[src/rtl/wdt_pkg.sv]
package wdt_pkg;

    localparam int unsigned ADDR_W    = 2;
    localparam int unsigned ENA_W     = 4;

    localparam logic [ADDR_W-1:0] ADDR_CTL  = 2'd0;
    localparam logic [ADDR_W-1:0] ADDR_FLAG = 2'd1;
    localparam logic [ADDR_W-1:0] ADDR_ENA  = 2'd2;

    typedef enum logic [1:0] {
        ST_IDLE  = 2'd0,
        ST_COUNT = 2'd1,
        ST_IRQ   = 2'd2,
        ST_PULSE = 2'd3
    } wdt_state_e;

endpackage

[src/rtl/wdt_kick_sync.sv]
module wdt_kick_sync #(
    parameter int unsigned STAGES = 2
) (
    input  logic clk,
    input  logic rst_n,
    input  logic pin,
    output logic edge_o
);
    logic [STAGES:0] sh_q;

    always_ff @(posedge clk or negedge rst_n) begin
        if (!rst_n) sh_q[0] <= 1'b0;
        else        sh_q[0] <= pin;
    end

    for (genvar g = 1; g <= STAGES; g++) begin : g_stage
        always_ff @(posedge clk or negedge rst_n) begin
            if (!rst_n) sh_q[g] <= 1'b0;
            else        sh_q[g] <= sh_q[g-1];
        end
    end

    assign edge_o = sh_q[STAGES] ^ sh_q[STAGES-1];

endmodule

[src/rtl/wdt_regs.sv]
module wdt_regs
    import wdt_pkg::*;
#(
    parameter int unsigned DATA_W = 8
) (
    input  logic              clk,
    input  logic              rst_n,
    input  logic              wr_en,
    input  logic              rd_en,
    input  logic [ADDR_W-1:0] addr,
    input  logic [DATA_W-1:0] wdata,
    input  logic              flag_set,
    input  logic              ena_clr,
    output logic [DATA_W-1:0] ctl_q,
    output logic              flag_q,
    output logic [ENA_W-1:0]  ena_q,
    output logic [DATA_W-1:0] rdata
);
    logic ctl_wr, ena_wr, flag_rd;

    assign ctl_wr  = wr_en && (addr == ADDR_CTL);
    assign ena_wr  = wr_en && (addr == ADDR_ENA);
    assign flag_rd = rd_en && (addr == ADDR_FLAG);

    always_ff @(posedge clk or negedge rst_n) begin
        if (!rst_n) begin
            ctl_q  <= '0;
            flag_q <= 1'b0;
            ena_q  <= '0;
        end else begin
            if (ctl_wr) ctl_q <= wdata;
            if (flag_set)     flag_q <= 1'b1;
            else if (flag_rd) flag_q <= 1'b0;
            if (ena_clr)     ena_q <= '0;
            else if (ena_wr) ena_q <= wdata[ENA_W-1:0];
        end
    end

    always_comb begin
        rdata = '0;
        unique case (addr)
            ADDR_CTL:  rdata = ctl_q;
            ADDR_FLAG: rdata[DATA_W-1] = flag_q;
            ADDR_ENA:  rdata[ENA_W-1:0] = ena_q;
            default:   rdata = '0;
        endcase
    end

endmodule

[src/rtl/wdt_fsm.sv]
module wdt_fsm
    import wdt_pkg::*;
#(
    parameter int unsigned MULT_W      = 5,
    parameter int unsigned RES_W       = 2,
    parameter int unsigned PULSE_TICKS = 4,
    parameter int unsigned DATA_W      = MULT_W + RES_W + 1
) (
    input  logic              clk,
    input  logic              rst_n,
    input  logic              tick,
    input  logic              restart,
    input  logic [DATA_W-1:0] next_byte,
    input  logic              steer,
    input  logic              flag_rd,
    output logic              flag_set,
    output logic              ena_clr,
    output logic              irq_o,
    output logic              pulse_n
);
    localparam int unsigned MAX_RES_SH = 2 * ((1 << RES_W) - 1);
    localparam int unsigned MAX_LOAD   = ((1 << MULT_W) - 1) << MAX_RES_SH;
    localparam int unsigned CNT_W      = $clog2(MAX_LOAD + 1);
    localparam int unsigned PCNT_W     = $clog2(PULSE_TICKS + 1);

    wdt_state_e        st_q, st_d;
    logic [CNT_W-1:0]  cnt_q, cnt_d;
    logic [PCNT_W-1:0] pcnt_q, pcnt_d;

    logic [MULT_W-1:0] nmult;
    logic [RES_W-1:0]  nres;
    logic [CNT_W-1:0]  load_val;
    logic              nzero;

    assign nmult    = next_byte[MULT_W+RES_W-1:RES_W];
    assign nres     = next_byte[RES_W-1:0];
    assign nzero    = (nmult == '0);
    assign load_val = CNT_W'(nmult) << {nres, 1'b0};

    // state register
    always_ff @(posedge clk or negedge rst_n) begin
        if (!rst_n) begin
            st_q   <= ST_IDLE;
            cnt_q  <= '0;
            pcnt_q <= '0;
        end else begin
            st_q   <= st_d;
            cnt_q  <= cnt_d;
            pcnt_q <= pcnt_d;
        end
    end

    // next state
    always_comb begin
        st_d     = st_q;
        cnt_d    = cnt_q;
        pcnt_d   = pcnt_q;
        flag_set = 1'b0;
        ena_clr  = 1'b0;
        unique case (st_q)
            ST_IDLE: begin
                if (restart && !nzero) begin
                    st_d  = ST_COUNT;
                    cnt_d = load_val;
                end
            end
            ST_COUNT: begin
                if (restart) begin
                    if (nzero) st_d = ST_IDLE;
                    else       cnt_d = load_val;
                end else if (tick) begin
                    if (cnt_q == CNT_W'(1)) begin
                        flag_set = 1'b1;
                        if (steer) begin
                            st_d   = ST_PULSE;
                            pcnt_d = PCNT_W'(PULSE_TICKS);
                        end else begin
                            st_d = ST_IRQ;
                        end
                    end else begin
                        cnt_d = cnt_q - CNT_W'(1);
                    end
                end
            end
            ST_IRQ: begin
                if (restart || flag_rd) begin
                    if (nzero) begin
                        st_d = ST_IDLE;
                    end else begin
                        st_d  = ST_COUNT;
                        cnt_d = load_val;
                    end
                end
            end
            ST_PULSE: begin
                if (tick) begin
                    if (pcnt_q == PCNT_W'(1)) begin
                        ena_clr = 1'b1;
                        if (nzero) begin
                            st_d = ST_IDLE;
                        end else begin
                            st_d  = ST_COUNT;
                            cnt_d = load_val;
                        end
                    end else begin
                        pcnt_d = pcnt_q - PCNT_W'(1);
                    end
                end
            end
        endcase
    end

    // outputs
    always_comb begin
        irq_o   = (st_q == ST_IRQ);
        pulse_n = (st_q != ST_PULSE);
    end

endmodule

[src/rtl/wdt_supervisor.sv]
module wdt_supervisor
    import wdt_pkg::*;
#(
    parameter int unsigned MULT_W      = 5,
    parameter int unsigned RES_W       = 2,
    parameter int unsigned PULSE_TICKS = 4,
    parameter int unsigned SYNC_STAGES = 2,
    parameter int unsigned DATA_W      = MULT_W + RES_W + 1
) (
    input  logic              clk,
    input  logic              rst_n,
    input  logic              tick,
    input  logic              kick_pin,
    input  logic              wr_en,
    input  logic              rd_en,
    input  logic [ADDR_W-1:0] addr,
    input  logic [DATA_W-1:0] wdata,
    output logic [DATA_W-1:0] rdata,
    output logic              irq_o,
    output logic              wdt_rst_n
);
    logic              kick_edge;
    logic              ctl_wr, flag_rd, restart;
    logic              flag_set, ena_clr, flag_q;
    logic [DATA_W-1:0] ctl_q, next_byte;
    logic [ENA_W-1:0]  ena_q;

    assign ctl_wr    = wr_en && (addr == ADDR_CTL);
    assign flag_rd   = rd_en && (addr == ADDR_FLAG);
    assign restart   = kick_edge || ctl_wr;
    assign next_byte = ctl_wr ? wdata : ctl_q;

    wdt_kick_sync #(.STAGES(SYNC_STAGES)) u_sync (
        .clk    (clk),
        .rst_n  (rst_n),
        .pin    (kick_pin),
        .edge_o (kick_edge)
    );

    wdt_regs #(.DATA_W(DATA_W)) u_regs (
        .clk      (clk),
        .rst_n    (rst_n),
        .wr_en    (wr_en),
        .rd_en    (rd_en),
        .addr     (addr),
        .wdata    (wdata),
        .flag_set (flag_set),
        .ena_clr  (ena_clr),
        .ctl_q    (ctl_q),
        .flag_q   (flag_q),
        .ena_q    (ena_q),
        .rdata    (rdata)
    );

    wdt_fsm #(
        .MULT_W      (MULT_W),
        .RES_W       (RES_W),
        .PULSE_TICKS (PULSE_TICKS),
        .DATA_W      (DATA_W)
    ) u_fsm (
        .clk       (clk),
        .rst_n     (rst_n),
        .tick      (tick),
        .restart   (restart),
        .next_byte (next_byte),
        .steer     (ctl_q[DATA_W-1]),
        .flag_rd   (flag_rd),
        .flag_set  (flag_set),
        .ena_clr   (ena_clr),
        .irq_o     (irq_o),
        .pulse_n   (wdt_rst_n)
    );

endmodule

[config.mk]
export PLATFORM = sky130hd
export DESIGN_NAME = wdt_supervisor
export DESIGN_NICKNAME = d
export VERILOG_FILES = /design/src/rtl/wdt_pkg.sv /design/src/rtl/wdt_kick_sync.sv /design/src/rtl/wdt_regs.sv /design/src/rtl/wdt_fsm.sv /design/src/rtl/wdt_supervisor.sv
export SDC_FILE = /design/constraint.sdc
export NUM_CORES = 1
export LEC_CHECK = 0
export BUFFER_PORTS_ARGS = -buffer_cell sky130_fd_sc_hd__buf_2
export CAP_MARGIN = 20
export CELL_PAD_IN_SITES_DETAIL_PLACEMENT = 2
export CELL_PAD_IN_SITES_GLOBAL_PLACEMENT = 2
export CORE_UTILIZATION = 39
export CTS_BUF_LIST = sky130_fd_sc_hd__clkbuf_8
export CTS_CLUSTER_SIZE = 14
export DETAILED_ROUTE_END_ITERATION = 7
export PLACE_DENSITY_LB_ADDON = 0.12
export SLEW_MARGIN = 10
export SYNTH_ARGS = -nofsm -noshare
export SYNTH_HDL_FRONTEND = slang
export SYNTH_SLANG_ARGS = --single-unit
[constraint.sdc]
create_clock -name clk -period 3.7 [get_ports clk]
set_clock_uncertainty 0.15 [all_clocks]
set_input_delay 0.185 -clock clk [delete_from_list [all_inputs] [get_ports clk]]
set_output_delay 0.185 -clock clk [all_outputs]
set_load 0.005 [all_outputs]
==> summary by stage, run 1 <==
Routing
Before antenna repair, the detailed router went through 4 iterations. The number of DRC markers in iteration 0 is roughly 110. The vias after detailed routing is 2138. The number of nets still failing antenna checks after routing is 0.

After detailed routing, the number of vias per cell comes to 5.922. The routed design has 7.648 mm of wire. For this run, design rule violations remaining after detail routing come to 0. In the final routed layout, each cell accounts on average for 21.19 um.

Clock tree
The clock-pin slew on the worst setup and hold paths is 0.07 ns. The clock tree synthesis step divided the H-tree into 2 levels. Buffers inserted during clock tree synthesis total 5.

The post-cts hold buffer count is 3. The tree is rooted in a clkbuf_8. The total clock sinks is 32.

The source-to-sink clock delay at the later pin of the worst-skew pair is 0.29 ns. After clock tree synthesis, the setup repair step added 0 buffers. After clock tree synthesis, the repair step resized 0 gates. The CTS tree is yes. The largest buffer count on any clock path is 2.

STA
For the final routed database, the setup TNS stands at 0 ns. The number of max-slew violations in the final report was 0. The worst max-slew margin expressed relative to the limit is 47.57%. Setup repair after global routing left no endpoint under its margin. The routed design could run at a clock period as short as 2.737 ns. The number of setup violations in the final report is 0. The timing-limited maximum frequency is 0.3654 GHz. At the pin with the least slew margin, the transition time is approximately 0.8 ns. The portion of the clock cycle consumed by the worst path in the final layout is 73.97%. The hold violation total from the final report is 0.

Worst setup path
The critical path data arrival time is 2.74 ns. The endpoint of the most critical register-to-register path is u_fsm.cnt_q[10]$_DFFE_PN0P_. The critical path capture point type is a register. Walking the worst path, the cells encountered are inv_1 > ha_1 > nor3b_1 > nand2_1 > o41ai_1 > a21boi_0 > o31ai_1 > o21ai_0.

The highest-delay cell along the critical path is nor3b_1. The worst-path maximum fanout is 4. The worst register-to-register path begins at u_fsm.cnt_q[1]$_DFFE_PN0P_. The worst setup path is launched from a register. The cell family contributing the most delay on the critical path is compound AO/OA/AOI/OAI gates. The delay contributed by the slowest stage of the critical path is 0.51 ns. Counting both buffers and inverters, the worst setup path holds a total of 1. The setup slack of the most critical reg-to-reg path is 0.96 ns. The worst endpoint required time is 3.70 ns. For the worst flop-to-flop path, the logic depth is 8. The critical path class is reg2reg.

Placed design
The final estimated routing congestion in global placement is between 0.8 and 0.9. The HPWL after detailed placement is approximately 5.8 mm. In this run, placement finished with an instance count of between 300 and 400. The number of input and output port buffers inserted is 25.

Yosys
The netlist area before placement is ~2300 sq um. After synthesis, the cell types taking the most area are dfrtp_1 35%, mux2i_1 6.2%, nand2_1 5.0%. The count of yosys warnings during synthesis is 0.

The dominant combinational cell family by area after synthesis is simple AND/OR/NAND/NOR gates. The number of distinct library cell variants in the gate-level netlist after synthesis is 60. The share of the synthesized area in the top cell type is 35.50%. The number of nets in the synthesized netlist is 285. Summing the areas of all and, or, nand and nor instances in the mapped netlist gives 26.73% of the synthesized area.

The share of the synthesized area in compound gates (AO/OA/AOI/OAI) is roughly 22%. Summing the areas of all xor and xnor instances in the mapped netlist gives 1.941% of the synthesized area. The flip-flop and latch count after synthesis is 32. After synthesis, the share of cell area in mux cells is 6.711%. The count of flip-flops with a built-in enable after synthesis is 0. After technology mapping, the gate count stands at 265. The synthesized design spends more area on one cell type than any other, namely dfrtp_1. The sequential share of the synthesized area is 35.50%. Of all flip-flops after synthesis, the portion carrying an async set or reset was 100.0%. The most used flip-flop cell after synthesis is dfrtp_1. The area share of fa/ha/maj cells after synthesis is 2.219%.

Dividing the synthesized area by the synthesized cell count gives 8.513 sq um.

Pwr
The leakage power total is roughly 1.1 nW. VDD sags by at most around 190 uV. The total power divided by cell area is about 590 nW/um^2.

Global route
The maximum number of pins on one net before global-route repair is 33. The number of antenna violations at the first check in global routing is 0. The first global-routing pass estimated 12.59 mm of wire. Summed over all layers, the global routing overflow is 0. The via count of the first global-routing pass is 2307. In the global route stage, overall resource usage came out at 27.15%.

Min path
The startpoint identified for the worst hold timing path is wdata[3]. The hold-critical path endpoint is u_regs.ctl_q[3]$_DFF_PN0_. The class of the worst hold path is in2reg. The cell depth of the worst hold path is 3.

Die
The core region is 5540 sq um. The initialized floorplan defines 27 standard-cell rows. The area of the die is between 6000 and 7000 sq um. The vertical die dimension is roughly 80 um. The initial utilization of the core area, before any placement, comes to 40.72%. The number of top-level pins is 26. Measured along the x axis, the die boundary spans 78.06 um.

Layout
The number of inserted filler cells in the final layout is about 660. In the final layout, the share of cells above drive strength 1 is between 10% and 20%. The post-layout instance count excluding filler cells is 361. Summing all flip-flop and latch instances after layout gives between 800 and 900 sq um. The top cell types in the final layout, fill and taps aside, are 32 x dfrtp_1, 30 x nand2_1, 25 x buf_2, 23 x nor2_1. Leaving out fill and tap cells, the most frequent cell in the layout is dfrtp_1. The multi-input combinational cells in the finished layout cover a total of between 1000 and 1500 sq um. The area growth from synthesis to layout is 11.37%. The number of nets in the final layout is about 300. The number of antenna diodes in the final layout is 0.

Status
The run finished with clean final reports.

Run
The max-cap check violation count is 0.
==> layout make-up <==
type	count	share of cell area, %
Multi-Input combinational cell	209	53.19
Sequential cell	32	31.87
Timing Repair Buffer	29	6.474
Tap cell	72	3.586
Clock buffer	5	2.739
Inverter	12	1.793
Clock inverter	2	0.3486
==> logic make-up (layout without fill, tap and decap cells) <==
| group | count (synthesis) | count (layout) |
|---|---|---|
| multiplexers | 15 | 15 |
| buffers and inverters | 24 | 48 |
| adder cells (fa/ha/maj) | 4 | 4 |
| flip-flops | 32 | 32 |
| AND/OR/NAND/NOR | 112 | 112 |
| XOR/XNOR | 5 | 5 |
| AO/OA/AOI/OAI | 73 | 73 |
==> cells in the mapped netlist (4+ instances only) <==
cell      instances
nor2_1           23
a21oi_1          17
mux2i_1          14
nand3_1          13
inv_1            11
nor2b_1           6
clkbuf_1          4
ha_1              4
dfrtp_1          32
nor3_1            5
buf_4             4
and3_1            4
nand2_1          30
and2_1            4
o21ai_0          17
o31ai_1           4
nor3b_1           4
a211oi_1          5
==> per-layer routing <==
layer / share of wire (%) / GRT usage [%]
met5: 0 / 0
met4: 1.2 / 7.222
met3: 3.2 / 4.535
met2: 49 / 45.88
met1: 47 / 35.82
==> worst max-delay path by stage <==
stage / from / to / slack (ns) / depth (start not counted)
finish: u_fsm.cnt_q[1]$_DFFE_PN0P_ / u_fsm.cnt_q[10]$_DFFE_PN0P_ / 0.96 / 8
global route: u_fsm.cnt_q[1]$_DFFE_PN0P_ / u_fsm.cnt_q[10]$_DFFE_PN0P_ / 0.84 / 8
CTS: u_fsm.cnt_q[1]$_DFFE_PN0P_ / u_fsm.cnt_q[10]$_DFFE_PN0P_ / 0.95 / 8
detailed placement: u_fsm.cnt_q[1]$_DFFE_PN0P_ / u_fsm.cnt_q[10]$_DFFE_PN0P_ / 0.95 / 8
global placement: addr[1] / u_fsm.cnt_q[0]$_DFFE_PN0P_ / 1.08 / 7
floorplan: u_fsm.cnt_q[0]$_DFFE_PN0P_ / u_fsm.cnt_q[7]$_DFFE_PN0P_ / 1.53 / 5
==> flip-flops by register name, indices dropped and copies added, names as in the netlist <==
register	cells
u_regs.ctl_q	8
u_regs.flag_q	1
u_fsm.pcnt_q	3
u_regs.ena_q	4
u_fsm.cnt_q	11
u_sync.sh_q	3
u_fsm.st_q	2
==> per-stage QoR <==
stage	utilization [%]	total power, mW	hold WS, ns	cell area, sq um	setup slack [ns]
CTS	45.35	1.477	0.01225	2512	0.9474
floorplan	-	0.9962	-0.2606	2256	1.529
global placement	43.41	1.180	0.1445	2405	1.075
global route	45.35	1.566	0.02128	2512	0.8370
detailed placement	43.41	1.205	0.1543	2405	0.9501
finish	45.35	1.475	0.02264	2512	0.9632
==> power by group <==
part	leakage [nW]	total (mW)	switching (mW)	internal, mW
clock	0.0452	0.263	0.137	0.125
combinational	0.698	0.636	0.375	0.261
sequential	0.396	0.576	0.138	0.439
==> worst register-to-register path, cell delays in order (launching register included) <==
cell      delay, ns
dfrtp_1        0.41
inv_1          0.15
ha_1           0.23
nor3b_1        0.51
nand2_1        0.21
o41ai_1        0.34
a21boi_0       0.19
o31ai_1        0.25
o21ai_0        0.16
No activity file was read; power rests on OpenSTA's default activity.
==> run 2: changes to the inputs <==
CORE_UTILIZATION = 37   (was 39)
clock period = 2.7 ns   (was 3.7 ns; I/O delays follow)
==> run 2 against run 1 <==
  * Clock power grew 54%
  * Power increased by 42%
  * Wire length increased by 1.5%
  * Fmax grew 14%
  * Hold slack gained 0.011 ns
  * Sequential power grew 32%
  * Non-clock buffer count grew 11
  * Die area rose by 5.3%
  * Critical path depth down 3
  * Final cell count is 4.2% higher
  * Final area increased by 4.3%
  * Utilization down 0.81 points
  * Highest routed layer unchanged
==> summary by stage, run 2 (synthesis gave the netlist of run 1 again) <==
STA
The portion of the clock cycle consumed by the worst path in the final layout is 89.01%. The final-layout setup total negative slack is 0 ns. The post-route minimum period is 2.403 ns.

The number of max-slew violations in the final report was 0. The worst max-slew margin expressed relative to the limit is 47.23%. The worst-case hold slack is 0.03338 ns. The hold violation total from the final report was 0.

Static timing analysis puts the maximum clock frequency at between 0.4 and 0.5 GHz. Setup violations remaining at the end of the flow were counted as 0. Setup repair after global routing left no endpoint under its margin. The actual transition at the worst max-transition pin is 0.7916 ns.

Die
The placeable core region is 5886 sq um. Once the floorplan was initialized, standard cells occupied 38.33% of the core. The floorplan step set the die width to roughly 80 um. The number of top-level pins is 26. The area of the die is 6414 sq um.

The placement row count is 28. The die is 80.09 um tall.

Global route
The via count of the first global-routing pass is 2301. Entering global routing, the biggest net connects 33 pins. Summed over all layers, the global routing overflow is 0. The number of antenna violations at the first check in global routing came to 0. The total track usage is 26.73%. The global-route wire length before repair is about 13 mm.

Layout
For this run, the post-layout net count is 320. The register name with the most flops is u_fsm.cnt_q. The repair_antennas step left the layout with diodes totalling 0. The fraction of final layout cells sized beyond drive strength 1 is 19.27%. The largest registers in the layout are u_fsm.cnt_q (11), u_regs.ctl_q (8), u_regs.ena_q (4). The post-layout instance area is 2621 sq um. The number of flip-flops under the largest register name is 11.

The library cell used most frequently in the layout, excluding fill and tap cells, is dfrtp_1. In the layout the commonest cells are 32 x dfrtp_1, 30 x nand2_1, 25 x buf_2, 23 x nor2_1. The post-synthesis to final-layout area growth is 16.20%. Excluding fillers, the count of instances in the completed layout stands at 376.

Pwr
Summed over all cells, the static leakage comes to 1.195 nW. The largest voltage drop on the vdd net is slightly below 300 uV. The total design power is 2.090 mW. The share of power burned in registers is between 30% and 40%. The analysis attributes to net switching a power of 0.8913 mW. The part of the total power dissipated in the clock network is between 10% and 20%. The switching power as a share of total power is between 40% and 50%. The total power divided by cell area is 797.4 nW/um^2. The internal portion of total power is 1.199 mW. The share of total power dissipated in combinational logic is 44.2%.

Clock tree
The clock-pin slew on the worst setup and hold paths is 0.07 ns. The post-CTS setup buffer count is 0. TritonCTS built the clock tree. The total clock sinks is 32. The longest clock path from root to sink contains 2 buffers. The number of clock buffers inserted by TritonCTS is 5. The library cell used as clock root buffer is clkbuf_8. The H-tree was split into 2 levels. The source-to-sink clock delay at the later pin of the worst-skew pair is around 0.29 ns.

Run
The max-cap check violation count is 0.

Routing
The number of iterations in the first detailed-routing pass is 4. The number of DRC markers in iteration 0 is between 70 and 80. The detail-routed net length per standard cell is 20.64 um. The number of nets still failing antenna checks after routing is 0. The final routed wirelength across all metal layers is 7.762 mm. The DRC violation count after routing is 0. After detailed routing, the number of vias per cell comes to 5.801. The final route contains 2181 vias.

Placed design
Including well taps, the total number of placed cells is 362. The number of input and output port buffers inserted is 25. The placed standard-cell area is between 2000 and 2500 sq um. After legalization and detailed placement, the total HPWL measured 5.672 mm. The final estimated routing congestion in global placement is 0.8325.

Min path
The class of the worst hold path is in2reg.

Worst setup path
The startpoint type of the worst setup path is a register. Of all nets on the critical path, the largest fanout is 6. The critical path class is reg2reg.

Data on the critical path is required at its endpoint by 2.73 ns. The setup slack of the most critical reg-to-reg path is 0.30 ns. Data on the critical path arrives at its endpoint at 2.44 ns. The critical path capture point type is a register.

Status
The flow ran to the end, and the final reports show no timing, DRC or antenna violations.
[run 2: changes by cell type in the layout (fill, tap and decap cells not counted)]
cell           before  now
buf_4               1    9
clkinv_2            1    2
clkbuf_8            5    6
dlygate4sd3_1       3    6
inv_1              12   11
[run 2: final timing paths]
check | from | end | cells after the start
setup / recovery | u_fsm.cnt_q[8]$_DFFE_PN0P_ | u_fsm.cnt_q[1]$_DFFE_PN0P_ | 5
hold / removal | tick | u_fsm.st_q[1]$_DFFE_PN0P_ | 3
setup reg to reg | u_fsm.cnt_q[8]$_DFFE_PN0P_ | u_fsm.cnt_q[1]$_DFFE_PN0P_ | 5
hold reg to reg | u_sync.sh_q[0]$_DFF_PN0_ | u_sync.sh_q[1]$_DFF_PN0_ | 0
max in group asynchronous | rst_n | u_fsm.cnt_q[7]$_DFFE_PN0P_ | 2
min in group asynchronous | rst_n | u_fsm.pcnt_q[2]$_DFFE_PN0P_ | 2
[run 2: through the flow]
stage,worst slack (ns),util [%]
after CTS,0.2987,44.54
after floorplan,0.5290,-
after global placement,0.3728,41.94
after global routing,0.1430,44.54
after detailed placement,0.3012,41.94
final,0.2966,44.54
[run 2: critical path: stages (launching register included)]
cell,delay (ns)
dfrtp_1,0.46
nor4_1,0.53
a31oi_1,0.22
o211ai_1,0.49
a21oi_1,0.20
a22o_1,0.24
[run 2: timing repair]
item | in CTS | in global routing
resized for setup | 0 | 0
hold buffers | 6 | 0
endpoints found under the hold margin | 37 | 0
[run 2: layer usage]
metal / GRT usage, % / vias up / part of all wire [%]
met1: 37.36 / 1085 / 47
met5: 0 / - / 0
met3: 4.091 / 7 / 4.0
li1: - / 1036 / -
met2: 43.16 / 53 / 48
met4: 6.071 / 0 / 0.95
[run 2: power by group through the flow]
stage	Combinational, mW	Clock [mW]	Sequential, mW
after floorplan	0.654	0	0.711
after global placement	0.880	0	0.762
after detailed placement	0.906	0	0.770
after CTS	0.924	0.411	0.760
after global routing	1.03	0.441	0.776
final	0.924	0.404	0.762
[run 2: cell type report]
| class | instances | area (sq um) |
|---|---|---|
| Fill cell | 681 | 3264 |
| Multi-Input combinational cell | 209 | 1336 |
| Sequential cell | 32 | 800.8 |
| Timing Repair Buffer | 40 | 252.7 |
| Tap cell | 75 | 93.84 |
| Clock buffer | 6 | 82.58 |
| Inverter | 12 | 45.04 |
| Clock inverter | 2 | 10.01 |
